## config.mk

```make
export PLATFORM = sky130hd
export DESIGN_NAME = sci_tx
export DESIGN_NICKNAME = d
export VERILOG_FILES = /design/src/rtl/sci_tx_pkg.sv /design/src/rtl/sci_baud_gen.sv /design/src/rtl/sci_tx_select.sv /design/src/rtl/sci_tx_shifter.sv /design/src/rtl/sci_tx.sv
export SDC_FILE = /design/constraint.sdc
export NUM_CORES = 1
export LEC_CHECK = 0
export BUFFER_PORTS_ARGS = -buffer_cell sky130_fd_sc_hd__buf_2
export CAP_MARGIN = 0
export CORE_UTILIZATION = 55
export CTS_CLUSTER_SIZE = 10
export DETAILED_ROUTE_END_ITERATION = 16
export GPL_TIMING_DRIVEN = 0
export HOLD_SLACK_MARGIN = 0.12
export MAX_ROUTING_LAYER = met4
export PLACE_DENSITY = 0.76
export SYNTH_ARGS = -nofsm -noshare
export SYNTH_HDL_FRONTEND = slang
export SYNTH_SLANG_ARGS = --single-unit
```

## constraint.sdc

```tcl
create_clock -name clk -period 2.45 [get_ports clk]
set_clock_uncertainty 0.05 [all_clocks]
set_input_delay 0.49 -clock clk [delete_from_list [all_inputs] [get_ports clk]]
set_output_delay 0.49 -clock clk [all_outputs]
set_load 0.05 [all_outputs]
```

## src/rtl/sci_tx_pkg.sv

```systemverilog
`timescale 1ns/1ps
package sci_tx_pkg;

  localparam int FRAME_MAX = 11;

  typedef enum logic [1:0] {
    KIND_DATA  = 2'd0,
    KIND_IDLE  = 2'd1,
    KIND_BREAK = 2'd2
  } frame_kind_e;

  typedef enum logic [1:0] {
    ST_IDLE  = 2'd0,
    ST_ARMED = 2'd1,
    ST_SEND  = 2'd2
  } shift_state_e;

  // Parity over the bits selected by mask; odd flips the even result.
  function automatic logic parity_of(input logic [7:0] bits,
                                     input logic [7:0] mask,
                                     input logic       odd);
    return (^(bits & mask)) ^ odd;
  endfunction

  function automatic logic [3:0] frame_len(input logic long_f);
    return long_f ? 4'd11 : 4'd10;
  endfunction

  // Bit i of the result is the i-th bit placed on the line.
  function automatic logic [FRAME_MAX-1:0] build_frame(input frame_kind_e kind,
                                                      input logic [8:0] word,
                                                      input logic long_f,
                                                      input logic pen,
                                                      input logic podd);
    logic [FRAME_MAX-1:0] f;
    f = '1;
    case (kind)
      KIND_BREAK: f = '0;
      KIND_IDLE:  f = '1;
      default: begin
        f[0]   = 1'b0;
        f[8:1] = word[7:0];
        if (!long_f) begin
          if (pen) f[8] = parity_of(word[7:0], 8'h7F, podd);
          f[9]  = 1'b1;
          f[10] = 1'b1;
        end else begin
          f[9]  = pen ? parity_of(word[7:0], 8'hFF, podd) : word[8];
          f[10] = 1'b1;
        end
      end
    endcase
    return f;
  endfunction

endpackage

```

## src/rtl/sci_baud_gen.sv

```systemverilog
`timescale 1ns/1ps
module sci_baud_gen #(
  parameter int DIV_W = 13,
  parameter int OSR   = 32
) (
  input  logic             clk,
  input  logic             rst_n,
  input  logic [DIV_W-1:0] divisor,
  output logic             enable,
  output logic             tick
);
  localparam int OSR_W = $clog2(OSR);
  localparam int CNT_W = DIV_W + OSR_W;

  logic [CNT_W-1:0] cnt;
  logic [CNT_W-1:0] limit;

  assign enable = (divisor != '0);
  assign limit  = CNT_W'(divisor) * CNT_W'(OSR) - CNT_W'(1);
  assign tick   = enable && (cnt >= limit);

  always_ff @(posedge clk or negedge rst_n) begin
    if (!rst_n)      cnt <= '0;
    else if (!enable) cnt <= '0;
    else if (tick)   cnt <= '0;
    else             cnt <= cnt + CNT_W'(1);
  end
endmodule

```

## src/rtl/sci_tx_select.sv

```systemverilog
`timescale 1ns/1ps
module sci_tx_select
  import sci_tx_pkg::*;
(
  input  logic                 can_accept,
  input  logic                 tx_valid,
  input  logic [8:0]           tx_data,
  input  logic                 idle_req,
  input  logic                 break_req,
  input  logic                 long_frame,
  input  logic                 parity_en,
  input  logic                 parity_odd,
  output logic                 load,
  output frame_kind_e          load_kind,
  output logic [FRAME_MAX-1:0] load_frame,
  output logic [3:0]           load_len
);
  logic any_req;

  assign any_req = tx_valid | idle_req | break_req;
  assign load    = can_accept & any_req;

  always_comb begin
    if (break_req)     load_kind = KIND_BREAK;
    else if (idle_req) load_kind = KIND_IDLE;
    else               load_kind = KIND_DATA;
  end

  assign load_frame = build_frame(load_kind, tx_data, long_frame, parity_en, parity_odd);
  assign load_len   = frame_len(long_frame);
endmodule

```

## src/rtl/sci_tx_shifter.sv

```systemverilog
`timescale 1ns/1ps
module sci_tx_shifter
  import sci_tx_pkg::*;
(
  input  logic                 clk,
  input  logic                 rst_n,
  input  logic                 tick,
  input  logic                 load,
  input  frame_kind_e          load_kind,
  input  logic [FRAME_MAX-1:0] load_frame,
  input  logic [3:0]           load_len,
  output logic                 txd,
  output logic                 busy,
  output logic                 idle,
  output frame_kind_e          cur_kind
);
  shift_state_e         state;
  logic [FRAME_MAX-1:0] shreg;
  logic [3:0]           len;
  logic [3:0]           left;

  always_ff @(posedge clk or negedge rst_n) begin
    if (!rst_n) begin
      state    <= ST_IDLE;
      shreg    <= '1;
      len      <= 4'd10;
      left     <= '0;
      txd      <= 1'b1;
      cur_kind <= KIND_DATA;
    end else begin
      case (state)
        ST_IDLE: begin
          if (load) begin
            state    <= ST_ARMED;
            shreg    <= load_frame;
            len      <= load_len;
            cur_kind <= load_kind;
          end
        end
        ST_ARMED: begin
          if (tick) begin
            state <= ST_SEND;
            txd   <= shreg[0];
            shreg <= shreg >> 1;
            left  <= len - 4'd1;
          end
        end
        default: begin
          if (tick) begin
            if (left == 4'd0) begin
              state <= ST_IDLE;
              txd   <= 1'b1;
            end else begin
              txd   <= shreg[0];
              shreg <= shreg >> 1;
              left  <= left - 4'd1;
            end
          end
        end
      endcase
    end
  end

  assign busy = (state == ST_SEND);
  assign idle = (state == ST_IDLE);
endmodule

```

## src/rtl/sci_tx.sv

```systemverilog
`timescale 1ns/1ps
module sci_tx
  import sci_tx_pkg::*;
#(
  parameter int DIV_W = 13,
  parameter int OSR   = 32
) (
  input  logic             clk,
  input  logic             rst_n,
  input  logic [DIV_W-1:0] divisor,
  input  logic             long_frame,
  input  logic             parity_en,
  input  logic             parity_odd,
  input  logic             tx_valid,
  input  logic [8:0]       tx_data,
  input  logic             idle_req,
  input  logic             break_req,
  output logic             tx_ready,
  output logic             txd,
  output logic             busy
);
  // Named internal events, visible to the bound checker.
  logic                 baud_tick;
  logic                 baud_on;
  logic                 shifter_idle;
  logic                 load;
  frame_kind_e          load_kind;
  frame_kind_e          cur_kind;
  logic [FRAME_MAX-1:0] load_frame;
  logic [3:0]           load_len;

  sci_baud_gen #(.DIV_W(DIV_W), .OSR(OSR)) u_baud (
    .clk     (clk),
    .rst_n   (rst_n),
    .divisor (divisor),
    .enable  (baud_on),
    .tick    (baud_tick)
  );

  assign tx_ready = shifter_idle & baud_on;

  sci_tx_select u_select (
    .can_accept (tx_ready),
    .tx_valid   (tx_valid),
    .tx_data    (tx_data),
    .idle_req   (idle_req),
    .break_req  (break_req),
    .long_frame (long_frame),
    .parity_en  (parity_en),
    .parity_odd (parity_odd),
    .load       (load),
    .load_kind  (load_kind),
    .load_frame (load_frame),
    .load_len   (load_len)
  );

  sci_tx_shifter u_shift (
    .clk        (clk),
    .rst_n      (rst_n),
    .tick       (baud_tick),
    .load       (load),
    .load_kind  (load_kind),
    .load_frame (load_frame),
    .load_len   (load_len),
    .txd        (txd),
    .busy       (busy),
    .idle       (shifter_idle),
    .cur_kind   (cur_kind)
  );
endmodule

```

==> results.txt <==
----------------------------------------------------
[Clock network]
  Number of clock sinks ... 37
  Hold bufs inserted after CTS ... 0
  Worst-Skew Late Latency ... between 0.2 and 0.3 ns
  Maximum number of buffers from clock root to sink ... 2
  TritonCTS clock tree ... yes
  Clock slew seen by the registers of the worst setup and hold paths ... 0.07 ns
  Cts bufs inserted ... 5
  Maximum level of the CTS H-tree ... 2
  Master cell of the clock root buffer ... clkbuf_8

[Global route]
  Number of global-route vias before repair ... around 2300
  First-pass GRT wire length ... around 10000 um
  Total overflow reported by the global router ... 0
  Total routing resource utilization after global routing ... between 20% and 30%
  Fraction of met3 tracks used by global routing ... just under 5%
  Met2 track demand over resource ... roughly 43%
  Initial antenna violation count ... 0
  Met1 usage ... 36.82%
  Most heavily used metal layer in global routing ... met2
  Pin count of the biggest net entering global routing ... 38

[Layout]
  Fill count ... 315
  Antenna cells ... 0
  Nets ... 394
  Share of post-route cells with drive strength above 1 ... a little over a third
  Layout overhead on the synthesized area ... 29.74%
  Design area ... 3313 um2
  Final cell count without fillers ... 399
  Utilization after layout ... 75.06%

[Yosys]
  Mean Syn Cell Area ... 8.836 um2
  Synth Flop Type ... dfrtp_1
  Net count after synthesis ... approximately 340
  Synth Register Bits ... 37
  Share of flip-flops with an asynchronous set or reset ... between 90% and 100%
  Number of instances in the synthesized netlist ... roughly 290
  Number of enable flip-flop cells after synthesis ... 0
  Synth warnings ... 0
  Netlist area before placement ... about 2600 um2
  Post-synthesis sequential area ratio ... between 30% and 40%
  Netlist cell types ... between 40 and 50

[Pwr]
  PnR Total Power ... between 1.5 and 2 mW
  Max rail drop VDD ... approximately 0.59 mV
  Power per cell area ... 601.7 nW/um2
  Leakage power total ... around 1.4 nW

[Die]
  Cell row count ... 24
  Die area ... around 4900 um2
  Floorplan die height ... about 70 um
  Floorplan Core Area ... 4414 um2
  Initial Utilization ... between 50% and 60%
  Boundary Pins ... 33
  X dimension of the die ... between 70 and 80 um

[Timing]
  Final-report setup violation count ... 36
  Worst Max-Slew Pin Slew ... 0.8420 ns
  Final Max Tran Viols ... 0
  Period minus WS final ... ~3.1 ns
  Max Clock Freq ... approximately 330 MHz
  Final Hold Viols ... 0
  Final period utilization ... 125.2%
  Unrepaired setup endpoints after global routing ... yes
  Slew Limit Headroom ... 43.87%
  Worst Setup Slack, final ... -0.6185 ns

[Hold path]
  Hold crit path type ... in2async

[Setup path]
  Endpoint required time on the critical path ... ~2.6 ns
  Category of the worst setup path launch point ... input port
  Critical setup path kind ... in2reg
  Max incr delay on CP ... between 0.3 and 0.4 ns
  Largest delay share family, worst path ... simple AND/OR/NAND/NOR gates
  Crit path cell chain ... buf_8, nor4_4, nand2_1, or3_4, nor3_4, xnor2_1, ha_1, nand4_1, nor4_2, a22oi_2, buf_12, a31oi_4, buf_6, o311ai_2, o21a_1
  Crit path DAT ... 3.25 ns
  Max Fanout on Critical Path ... 5
  Slowest cell on the critical path ... or3_4
  Sum of buffers and inverters on the critical path ... 3
  Category of the worst setup path capture point ... flip-flop

[Route]
  Final ANT Viol Nets ... 0
  Iteration-0 DRC count of the detailed router ... 158
  Via-per-instance ratio ... about 5.7
  Number of iterations in the first detailed-routing pass ... 4
  Via count ... about 2300
  Number of remaining DRC errors ... 0
  Drt wl/cell ... about 16 um
  Routed WL ... roughly 6200 um

[Placement]
  Detailed placer's ending HPWL ... around 4000 um
  Quantity of I/O buffers inserted on ports ... 31
  # placed instances ... about 370
  RD Place Congestion ... approximately 0.8
  Area post-placement ... around 2800 um2

[Flow run]
  MaxCap Viol Count ... 0

[Status]
  Violations in the final reports ... setup timing
  Run status ... finished, violations left

----------------------------------------------------
[synth_stat cells (all sizes together), types with 2 or more instances]
cell type,instances,area [um2]
nor2,44,165.2
a21oi,31,158.9
dfrtp,25,625.6
nand2,20,75.07
ha,18,225.2
xnor2,16,140.1
nor3,15,75.07
xor2,15,131.4
dfstp,12,315.3
nand3,11,60.06
inv,10,37.54
buf,7,55.05
nand4,7,43.79
o21ai,6,30.03
or3,5,31.28
and3,4,25.02
clkbuf,4,15.01
nor2b,4,25.02
a311oi,3,26.28
or2,3,18.77
a21o,2,15.01
a22oi,2,20.02
a31oi,2,18.77
and2,2,12.51
mux2,2,22.52
mux2i,2,20.02
nor3b,2,15.01
nor4,2,18.77
o21a,2,15.01
o311ai,2,17.52
[path summary, 6_finish.rpt]
path / end / depth (start not counted) / slack [ns] / from
setup / recovery: u_shift.shreg[8] / 15 / -0.62 / divisor[3]
hold / removal: u_baud.cnt[0] / 1 / 0.25 / rst_n
setup reg to reg: u_shift.shreg[8] / 9 / 0.19 / u_baud.cnt[17]
hold reg to reg: u_shift.shreg[4] / 2 / 0.45 / u_shift.shreg[4]
max in group asynchronous: u_baud.cnt[4] / 1 / 1.57 / rst_n
min in group clk: u_shift.len[0] / 2 / 0.41 / long_frame
[per-layer routing]
| metal | vias to the layer above | share of wire (%) | wire length [um] |
|---|---|---|---|
| met5 | - | 0 | 0 |
| met4 | 0 | 1.3 | 82 |
| met2 | 43 | 49 | 3034 |
| li1 | 1128 | - | - |
| met3 | 11 | 3.8 | 234 |
| met1 | 1102 | 46 | 2872 |
[logic make-up after synthesis]
group / count (synthesis) / share of synthesized area [%]
compound gates: 54 / 13.42
xor+xnor: 32 / 11.51
fa+ha+maj: 18 / 8.819
buf+inv: 21 / 4.213
flops: 37 / 36.84
mux: 4 / 1.666
simple gates: 123 / 23.52
[per-stage QoR]
step | hold slack [ns] | TNS, ns | setup slack, ns
floorplan | 0.1444 | -17.07 | -0.5690
global placement | 0.4201 | -32.56 | -1.053
detailed placement | 0.4316 | -34.36 | -1.102
CTS | 0.2663 | -18.03 | -0.5706
global route | 0.3047 | -25.64 | -0.7847
finish | 0.2485 | -19.87 | -0.6185
[state kept, by name, indices dropped and copies added, names as in the netlist]
signal         cells
u_baud.cnt        18
u_shift.left       4
u_shift.state      2
u_shift.shreg     11
u_shift.len        1
u_shift.txd        1
[area by class of cell]
| cell class | count | area (um2) | share of cell area [%] |
|---|---|---|---|
| multi-input cells | 231 | 1743 | 52.61 |
| flip-flops and latches | 37 | 940.9 | 28.40 |
| repair buffers | 50 | 356.6 | 10.76 |
| plain buffers | 11 | 87.58 | 2.644 |
| clock buffers | 6 | 72.57 | 2.190 |
| well taps | 52 | 65.06 | 1.964 |
| inverters | 10 | 37.54 | 1.133 |
| clock inverters | 2 | 10.01 | 0.3021 |
[cell usage in the layout (no fill, tap or decap), types with 2 or more instances in the layout]
cell type	synthesis	final
nor2_4	0	12
o21a_1	2	2
nor2b_1	4	4
mux2i_1	2	2
or3_1	5	4
a21o_1	2	2
nor3_1	15	14
a21oi_1	30	21
buf_6	3	11
clkbuf_8	0	5
ha_1	18	17
nand3_2	1	2
nor2_1	44	27
buf_4	1	11
dfstp_2	12	12
xnor2_1	16	16
xor2_1	15	14
nand2_1	20	20
clkinv_2	0	2
nand4_1	7	7
clkbuf_1	4	4
a311oi_1	3	3
and2_1	2	2
o21ai_0	6	4
buf_2	2	29
inv_1	10	9
nor2_2	0	5
and3_1	4	4
buf_8	0	3
nand3_1	10	8
dfrtp_1	25	25
a21oi_2	1	10
[report_power, final]
part | leakage, nW | switching [mW] | total, mW | internal [mW]
clock network | 0.0450 | 0.224 | 0.421 | 0.197
registers | 0.452 | 0.148 | 0.964 | 0.816
logic | 0.934 | 0.307 | 0.608 | 0.301
[what timing repair did]
item,4_1_cts,5_1_grt
gates resized for setup,36,36
pin swaps,19,13
setup endpoints to repair,36,38
setup buffers,13,3
cloned,3,0
Note: power is estimated with default switching activity, not from simulation.
